[src/rtl/scr_pkg.sv]
`timescale 1ns/1ps
package scr_pkg;
  localparam int ADDR_W = 8;
  localparam int WORD_W = 32;
  localparam int IDX_W  = 4;
  localparam int IDENT_WORDS = 3;

  // address anchors; the core-facing word order depends on these bases
  localparam logic [ADDR_W-1:0] IDENT_BASE = 8'h00;
  localparam logic [ADDR_W-1:0] CMD_ADDR   = 8'h08;
  localparam logic [ADDR_W-1:0] STAT_ADDR  = 8'h09;
  localparam logic [ADDR_W-1:0] KLEN_ADDR  = 8'h0A;
  localparam logic [ADDR_W-1:0] RND_ADDR   = 8'h0B;
  localparam logic [ADDR_W-1:0] KEY_BASE   = 8'h10;
  localparam logic [ADDR_W-1:0] IV_BASE    = 8'h20;
  localparam logic [ADDR_W-1:0] DIN_BASE   = 8'h40;
  localparam logic [ADDR_W-1:0] DOUT_BASE  = 8'h80;

  typedef enum logic [3:0] {
    RG_NONE, RG_IDENT, RG_CMD, RG_STAT, RG_KLEN,
    RG_RND, RG_KEY, RG_IV, RG_DIN, RG_DOUT
  } region_e;

  // strobes from the decoder to the register file
  typedef struct packed {
    logic                 wr;
    logic                 rd;
    region_e              rg;
    logic [IDX_W-1:0]     idx;
  } bus_strb_t;
endpackage

[src/rtl/scr_ctrl.sv]
`timescale 1ns/1ps
module scr_ctrl
  import scr_pkg::*;
#(
  parameter int KEY_WORDS = 8,
  parameter int IV_WORDS  = 2,
  parameter int BLK_WORDS = 16
) (
  input  logic              clk,
  input  logic              rstN,
  input  logic              sel,
  input  logic              wrEn,
  input  logic [ADDR_W-1:0] addr,
  input  logic [1:0]        cmdBits,
  output bus_strb_t         strb,
  output logic              cmdInit,
  output logic              cmdNext
);

  function automatic logic inWin(input logic [ADDR_W-1:0] a,
                                 input logic [ADDR_W-1:0] base,
                                 input int cnt);
    logic [ADDR_W-1:0] off;
    off = a - base;
    return (a >= base) && (int'(off) < cnt);
  endfunction

  region_e           decRg;
  logic [ADDR_W-1:0] decOff;

  always_comb begin
    decRg  = RG_NONE;
    decOff = '0;
    if (inWin(addr, IDENT_BASE, IDENT_WORDS)) begin
      decRg  = RG_IDENT;
      decOff = addr - IDENT_BASE;
    end else if (addr == CMD_ADDR) begin
      decRg = RG_CMD;
    end else if (addr == STAT_ADDR) begin
      decRg = RG_STAT;
    end else if (addr == KLEN_ADDR) begin
      decRg = RG_KLEN;
    end else if (addr == RND_ADDR) begin
      decRg = RG_RND;
    end else if (inWin(addr, KEY_BASE, KEY_WORDS)) begin
      decRg  = RG_KEY;
      decOff = addr - KEY_BASE;
    end else if (inWin(addr, IV_BASE, IV_WORDS)) begin
      decRg  = RG_IV;
      decOff = addr - IV_BASE;
    end else if (inWin(addr, DIN_BASE, BLK_WORDS)) begin
      decRg  = RG_DIN;
      decOff = addr - DIN_BASE;
    end else if (inWin(addr, DOUT_BASE, BLK_WORDS)) begin
      decRg  = RG_DOUT;
      decOff = addr - DOUT_BASE;
    end
  end

  always_comb begin
    strb.wr  = sel && wrEn;
    strb.rd  = sel && !wrEn;
    strb.rg  = decRg;
    strb.idx = decOff[IDX_W-1:0];
  end

  // command pulses: registered, one cycle after the command write
  always_ff @(posedge clk or negedge rstN) begin
    if (!rstN) begin
      cmdInit <= 1'b0;
      cmdNext <= 1'b0;
    end else begin
      cmdInit <= strb.wr && (strb.rg == RG_CMD) && cmdBits[0];
      cmdNext <= strb.wr && (strb.rg == RG_CMD) && cmdBits[1];
    end
  end

  AST_INIT_HAS_CAUSE: assert property (@(posedge clk) disable iff (!rstN)
    cmdInit |-> $past(sel && wrEn && addr == CMD_ADDR && cmdBits[0]))
    else $error("init pulse without command write");
  AST_NEXT_HAS_CAUSE: assert property (@(posedge clk) disable iff (!rstN)
    cmdNext |-> $past(sel && wrEn && addr == CMD_ADDR && cmdBits[1]))
    else $error("next pulse without command write");
  AST_INIT_FOLLOWS: assert property (@(posedge clk) disable iff (!rstN)
    (sel && wrEn && addr == CMD_ADDR && cmdBits[0]) |=> cmdInit)
    else $error("init command dropped");

endmodule

[src/rtl/scr_dpath.sv]
`timescale 1ns/1ps
module scr_dpath
  import scr_pkg::*;
#(
  parameter int KEY_WORDS = 8,
  parameter int IV_WORDS  = 2,
  parameter int BLK_WORDS = 16,
  parameter int ROUND_W   = 5,
  parameter logic [WORD_W-1:0] NAME0   = 32'h7374726d,
  parameter logic [WORD_W-1:0] NAME1   = 32'h63697068,
  parameter logic [WORD_W-1:0] VERSION = 32'h312e3030
) (
  input  logic                          clk,
  input  logic                          rstN,
  input  bus_strb_t                     strb,
  input  logic [WORD_W-1:0]             wrData,
  input  logic                          coreReady,
  input  logic                          coreValid,
  input  logic [BLK_WORDS*WORD_W-1:0]   coreDataOut,
  output logic [WORD_W-1:0]             rdData,
  output logic [KEY_WORDS*WORD_W-1:0]   keyOut,
  output logic [IV_WORDS*WORD_W-1:0]    ivOut,
  output logic [BLK_WORDS*WORD_W-1:0]   dinOut,
  output logic                          keyLenOut,
  output logic [ROUND_W-1:0]            roundsOut
);

  localparam int KEY_IW = (KEY_WORDS > 1) ? $clog2(KEY_WORDS) : 1;
  localparam int IV_IW  = (IV_WORDS  > 1) ? $clog2(IV_WORDS)  : 1;
  localparam int BLK_IW = (BLK_WORDS > 1) ? $clog2(BLK_WORDS) : 1;

  logic [WORD_W-1:0] keyReg [KEY_WORDS];
  logic [WORD_W-1:0] ivReg  [IV_WORDS];
  logic [WORD_W-1:0] dinReg [BLK_WORDS];
  logic [1:0]        cmdReg;
  logic              keyLenReg;
  logic [ROUND_W-1:0] roundsReg;

  // word 0 of each window lands in the most significant slice
  for (genvar i = 0; i < KEY_WORDS; i++) begin : g_key
    always_ff @(posedge clk or negedge rstN) begin
      if (!rstN) keyReg[i] <= '0;
      else if (strb.wr && strb.rg == RG_KEY && int'(strb.idx) == i) keyReg[i] <= wrData;
    end
    assign keyOut[(KEY_WORDS-1-i)*WORD_W +: WORD_W] = keyReg[i];
  end

  for (genvar i = 0; i < IV_WORDS; i++) begin : g_iv
    always_ff @(posedge clk or negedge rstN) begin
      if (!rstN) ivReg[i] <= '0;
      else if (strb.wr && strb.rg == RG_IV && int'(strb.idx) == i) ivReg[i] <= wrData;
    end
    assign ivOut[(IV_WORDS-1-i)*WORD_W +: WORD_W] = ivReg[i];
  end

  for (genvar i = 0; i < BLK_WORDS; i++) begin : g_din
    always_ff @(posedge clk or negedge rstN) begin
      if (!rstN) dinReg[i] <= '0;
      else if (strb.wr && strb.rg == RG_DIN && int'(strb.idx) == i) dinReg[i] <= wrData;
    end
    assign dinOut[(BLK_WORDS-1-i)*WORD_W +: WORD_W] = dinReg[i];
  end

  always_ff @(posedge clk or negedge rstN) begin
    if (!rstN) begin
      cmdReg    <= '0;
      keyLenReg <= 1'b0;
      roundsReg <= '0;
    end else if (strb.wr) begin
      case (strb.rg)
        RG_CMD:  cmdReg    <= wrData[1:0];
        RG_KLEN: keyLenReg <= wrData[0];
        RG_RND:  roundsReg <= wrData[ROUND_W-1:0];
        default: ;
      endcase
    end
  end

  assign keyLenOut = keyLenReg;
  assign roundsOut = roundsReg;

  always_comb begin
    rdData = '0;
    if (strb.rd) begin
      case (strb.rg)
        RG_IDENT: begin
          if (strb.idx == IDX_W'(0))      rdData = NAME0;
          else if (strb.idx == IDX_W'(1)) rdData = NAME1;
          else                            rdData = VERSION;
        end
        RG_CMD:  rdData = WORD_W'(cmdReg);
        RG_STAT: rdData = WORD_W'({coreValid, coreReady});
        RG_KLEN: rdData = WORD_W'(keyLenReg);
        RG_RND:  rdData = WORD_W'(roundsReg);
        RG_KEY:  rdData = keyReg[strb.idx[KEY_IW-1:0]];
        RG_IV:   rdData = ivReg[strb.idx[IV_IW-1:0]];
        RG_DIN:  rdData = dinReg[strb.idx[BLK_IW-1:0]];
        RG_DOUT: rdData = coreDataOut[(BLK_WORDS-1-int'(strb.idx))*WORD_W +: WORD_W];
        default: rdData = '0;
      endcase
    end
  end

  AST_ROUNDS_LOAD: assert property (@(posedge clk) disable iff (!rstN)
    (strb.wr && strb.rg == RG_RND) |=> roundsOut == $past(wrData[ROUND_W-1:0]))
    else $error("round count not loaded");
  AST_KEY_HOLD: assert property (@(posedge clk) disable iff (!rstN)
    !strb.wr |=> $stable(keyOut))
    else $error("key moved without a write");
  AST_BLOCK_HOLD: assert property (@(posedge clk) disable iff (!rstN)
    !strb.wr |=> $stable(dinOut))
    else $error("input block moved without a write");

endmodule

[src/rtl/stream_cipher_regs.sv]
`timescale 1ns/1ps
module stream_cipher_regs
  import scr_pkg::*;
#(
  parameter int KEY_WORDS = 8,
  parameter int IV_WORDS  = 2,
  parameter int BLK_WORDS = 16,
  parameter int ROUND_W   = 5
) (
  input  logic                        clk,
  input  logic                        rstN,
  input  logic                        sel,
  input  logic                        wrEn,
  input  logic [ADDR_W-1:0]           addr,
  input  logic [WORD_W-1:0]           wrData,
  output logic [WORD_W-1:0]           rdData,
  output logic                        coreInit,
  output logic                        coreNext,
  output logic [KEY_WORDS*WORD_W-1:0] coreKey,
  output logic                        coreKeyLen,
  output logic [IV_WORDS*WORD_W-1:0]  coreIv,
  output logic [ROUND_W-1:0]          coreRounds,
  output logic [BLK_WORDS*WORD_W-1:0] coreDataIn,
  input  logic                        coreReady,
  input  logic [BLK_WORDS*WORD_W-1:0] coreDataOut,
  input  logic                        coreDataValid
);

  bus_strb_t strb;

  scr_ctrl #(
    .KEY_WORDS(KEY_WORDS), .IV_WORDS(IV_WORDS), .BLK_WORDS(BLK_WORDS)
  ) u_ctrl (
    .clk(clk), .rstN(rstN), .sel(sel), .wrEn(wrEn), .addr(addr),
    .cmdBits(wrData[1:0]), .strb(strb),
    .cmdInit(coreInit), .cmdNext(coreNext)
  );

  scr_dpath #(
    .KEY_WORDS(KEY_WORDS), .IV_WORDS(IV_WORDS), .BLK_WORDS(BLK_WORDS),
    .ROUND_W(ROUND_W)
  ) u_dpath (
    .clk(clk), .rstN(rstN), .strb(strb), .wrData(wrData),
    .coreReady(coreReady), .coreValid(coreDataValid), .coreDataOut(coreDataOut),
    .rdData(rdData), .keyOut(coreKey), .ivOut(coreIv), .dinOut(coreDataIn),
    .keyLenOut(coreKeyLen), .roundsOut(coreRounds)
  );

  AST_RD_IDLE_ZERO: assert property (@(posedge clk) disable iff (!rstN)
    !(sel && !wrEn) |-> rdData == '0)
    else $error("read data driven outside a read");

endmodule

[config.mk]
export PLATFORM = sky130hd
export DESIGN_NAME = stream_cipher_regs
export DESIGN_NICKNAME = d
export VERILOG_FILES = /design/src/rtl/scr_pkg.sv /design/src/rtl/scr_ctrl.sv /design/src/rtl/scr_dpath.sv /design/src/rtl/stream_cipher_regs.sv
export SDC_FILE = /design/constraint.sdc
export NUM_CORES = 1
export LEC_CHECK = 0
export ABC_AREA = 1
export BUFFER_PORTS_ARGS = -buffer_cell sky130_fd_sc_hd__buf_4
export CAP_MARGIN = 0
export CORE_AREA = 2 2 550 552
export DETAILED_ROUTE_END_ITERATION = 6
export DIE_AREA = 0 0 552 554
export PLACE_DENSITY_LB_ADDON = 0.1
export SLEW_MARGIN = 20
export SYNTH_ARGS = -nofsm -noshare
export SYNTH_HDL_FRONTEND = slang
export SYNTH_SLANG_ARGS = --single-unit
[constraint.sdc]
create_clock -name clk -period 7.5 [get_ports clk]
set_clock_uncertainty 0.15 [all_clocks]
set_input_delay 0.75 -clock clk [delete_from_list [all_inputs] [get_ports clk]]
set_output_delay 0.75 -clock clk [all_outputs]
set_load 0.03 [all_outputs]
==> out/summary.log <==
INFO  timing         grt_setup_unrepaired=no
INFO  logic_synthesis synth_top_cells_by_count=sky130_fd_sc_hd__nand2_1, sky130_fd_sc_hd__o21ai_0, sky130_fd_sc_hd__dfrtp_1, sky130_fd_sc_hd__inv_1, sky130_fd_sc_hd__nor2_1
INFO  cells_and_area multi_input_comb_area=20,400squm
INFO  clock_tree     cts_setup_buffers=0
INFO  placed_design  i_o_buffers=1,429
INFO  floorplan      top_level_ports=1,430
INFO  setup_path     timing.critical_path.fanout_max=35
INFO  routing        routed-via-count=50,600
INFO  clock_tree     clk_latency=0.82ns
INFO  logic_synthesis avgSynthCellArea=7.25squm
INFO  setup_path     critical_path.cell_chain=buf_4 > inv_1 > ha_1 > nand2_1 > nand2_1 > nor2_1 > nand2_2 > nand2_2 > inv_2 > nand2_8 > nand2_4 > clkinv_2 > o21ai_1 > nand2_1 > nor2_1 > nand2_1 > nand3_1 > nand2_1 > inv_1 > buf_4
INFO  logic_synthesis postSynthNetCount=6,839
INFO  floorplan      design.die.area=306,000squm
INFO  placed_design  post-dp-hpwl=294mm
INFO  floorplan      die_height=554microns
INFO  setup_path     critical_path.startpoint_type=primary input
INFO  routing        routed_wire_length_per_instance=33.0microns
INFO  clock_tree     hold_buffers=31
INFO  clock_tree     postcts_resize_cnt=0
INFO  timing         setup-violations-final=0
INFO  routing        drt_iter0_markers=5,049
INFO  logic_synthesis cell_area_after_synthesis=45,500squm
INFO  routing        dr_pass1_iterations=6
INFO  cells_and_area ff_latch_area=21,100squm
INFO  setup_path     slowest_stage=sky130_fd_sc_hd__clkinv_2
INFO  setup_path     criticalPathCategory=in -> out
INFO  setup_path     crit_path_frequent_cell=sky130_fd_sc_hd__nand2_1
INFO  logic_synthesis synth_top_flop_cell=sky130_fd_sc_hd__dfrtp_1
INFO  status         status=completed
INFO  timing         fin_hold_ws=0.0958ns
INFO  clock_tree     cts_num_sinks=842
INFO  logic_synthesis yosys_warnings=0
INFO  timing         fin_crit=5.98ns
INFO  cells_and_area fill_cells=33,900
INFO  worst_hold_path worstHoldPathType=in -> reg
INFO  logic_synthesis ys_top_cells_by_area=sky130_fd_sc_hd__dfrtp_1, sky130_fd_sc_hd__nand2_1, sky130_fd_sc_hd__o21ai_0
INFO  clock_tree     cts_max_level=3
INFO  timing         slew_hr=21.6%
INFO  power_and_ir_drop design_power_total=12.7mW
INFO  logic_synthesis seq_area_frac_synth=46.3%
INFO  grt            grt-ovfl-total=0
INFO  setup_path     critPathBufInv=6
INFO  flow_run       max_cap_violations=0
INFO  cells_and_area syn2layout_area_growth=43.3%
INFO  timing         fmaxAchievable=167MHz
INFO  setup_path     cp.arrival=5.08ns
INFO  routing        detail_route.vias_per_cell=4.35
INFO  cells_and_area final_layout_size_suffix_gt1_share=24.2%
INFO  timing         finalMaxSlewViolations=0
INFO  logic_synthesis netlist_instances=6,279
INFO  setup_path     critical_path.endpoint_type=output port
INFO  grt            antenna_found_initial=105
INFO  grt            gr-usage-all-layers=24.2%
INFO  floorplan      core_area=299,000squm
INFO  grt            grt_pass1_wl=501mm
INFO  logic_synthesis synth_top_cell_area_share=46.3%
INFO  logic_synthesis synthArstFlopShare=100%
INFO  setup_path     critPathRequiredTime=6.60ns
INFO  power_and_ir_drop static-leakage-power=32.6nW
INFO  timing         worstMarginPinSlew=1.18ns
INFO  power_and_ir_drop power_per_cell_area=195nW/um^2
INFO  setup_path     critPathTopFamily=simple AND/OR/NAND/NOR gates
INFO  power_and_ir_drop worst_ir_drop_vdd=182uV
INFO  clock_tree     buffers_from_clock_root_to_sink_at_most=4
INFO  logic_synthesis synth-seq-cells=842
INFO  placed_design  gp_congestion=0.884
INFO  logic_synthesis synthDominantAreaCellType=sky130_fd_sc_hd__dfrtp_1
INFO  floorplan      chipWidth=552microns
INFO  timing         finalCritPeriodShare=79.7%
INFO  timing         timing.setup.tns=0ns
INFO  timing         timing_hold_violations_final=0
INFO  grt            grt_pass1_vias=49,000
INFO  logic_synthesis ys_types=35
INFO  cells_and_area design.final.nets=8,111
INFO  floorplan      floorplan.initialDensity=15.2%
INFO  routing        routed_wirelength=384mm
INFO  logic_synthesis yosys.cell_count.top_type=sky130_fd_sc_hd__nand2_1
INFO  routing        detail-route-antenna-nets=0
INFO  grt            grt_start_max_net_pins=137
INFO  setup_path     max_stage_delay=0.65ns
INFO  floorplan      site_rows=201
INFO  clock_tree     clk_root_buffer_cell=sky130_fd_sc_hd__clkbuf_16
INFO  logic_synthesis synth_edf_count=0
INFO  routing        drt_drc_violations_left=0
INFO  clock_tree     tritoncts=done
INFO  clock_tree     cts-buffers-inserted=120
INFO  clock_tree     path_clk_slew=0.06ns
[worst min-delay path: stages]
cell	delay, ns
sky130_fd_sc_hd__buf_4	0.13
sky130_fd_sc_hd__nand2_1	0.11
sky130_fd_sc_hd__o21ai_0	0.08
[flip-flops by register name, summed over array words and instances (netlist names)]
| name | count |
|---|---|
| u_dpath.roundsOut | 5 |
| u_dpath.cmdReg | 2 |
| u_dpath.ivOut | 64 |
| u_dpath.dinOut | 512 |
| u_dpath.keyOut | 256 |
| u_dpath.keyLenOut | 1 |
| u_ctrl.cmdInit | 1 |
| u_ctrl.cmdNext | 1 |
[final timing paths]
| path | start | endpoint | slack, ns | cells past startpoint |
|---|---|---|---|---|
| max reg2reg | u_dpath.keyOut[64] | u_dpath.keyOut[64] | 6.47 | 2 |
| max in group asynchronous | rstN | u_dpath.dinOut[74] | 5.13 | 4 |
| min reg2reg | u_dpath.keyOut[184] | u_dpath.keyOut[184] | 0.35 | 2 |
| min | wrData[15] | u_dpath.dinOut[207] | 0.1 | 3 |
| min in group asynchronous | rstN | u_dpath.keyOut[149] | 0.42 | 2 |
| max | addr[5] | rdData[12] | 1.52 | 20 |
[per-stage QoR]
stage	instances	setup WS (ns)	instance area, sq um	util, %
after floorplan	6279	3.88	45500	-
after global placement	11400	1.11	60900	20.4
after detailed placement	11400	1.25	61000	20.4
after CTS	11600	1.25	65100	21.8
after global routing	11600	1.19	65200	21.8
final	11600	1.52	65200	21.8
[cell type report]
| cell class | instances | share of cell area [%] |
|---|---|---|
| clock buffer | 182 | 5.45 |
| tap | 3958 | 7.59 |
| sequential | 842 | 32.3 |
| inverter | 633 | 3.67 |
| antenna | 32 | 0.123 |
| multi-input combinational | 4341 | 31.3 |
| timing repair buffer | 1613 | 19.2 |
| clock inverter | 30 | 0.460 |
[cells in the final DEF, fill, tap and decap left out, drive strengths merged]
master	instances
clkbuf	182
o22ai	36
ha	2
nand2	1787
clkinv	23
or2	34
o21bai	10
nand4	18
buf	1582
nor2	578
dlygate4sd3	31
and2	1
a21oi	23
diode	32
nand3b	406
nor3	8
bufinv	5
clkinvlp	3
nand3	198
dfrtp	842
o211ai	5
inv	632
o21ai	1235
[report_power, final]
part / leakage (nW) / switching (mW) / internal [mW]
sequential: 11.4 / 0.114 / 4.65
combinational: 19.3 / 1.49 / 0.626
clock: 1.90 / 2.44 / 3.40
[metal layers]
metal	global-route usage (%)	wire (microns)
met1	32.1	170000
met2	38.8	174000
met3	7.31	32800
met4	4.57	7340
met5	0	387
[cells by family after synthesis]
group | count (synthesis) | synth area share, %
and+or+nand+nor | 3030 | 29.6
AOI/OAI and AO/OA | 1309 | 14.6
buffers and inverters | 1096 | 9.47
DFF | 842 | 46.3
adders and majority gates | 2 | 0.0549
(Power assumes the default switching activity.)
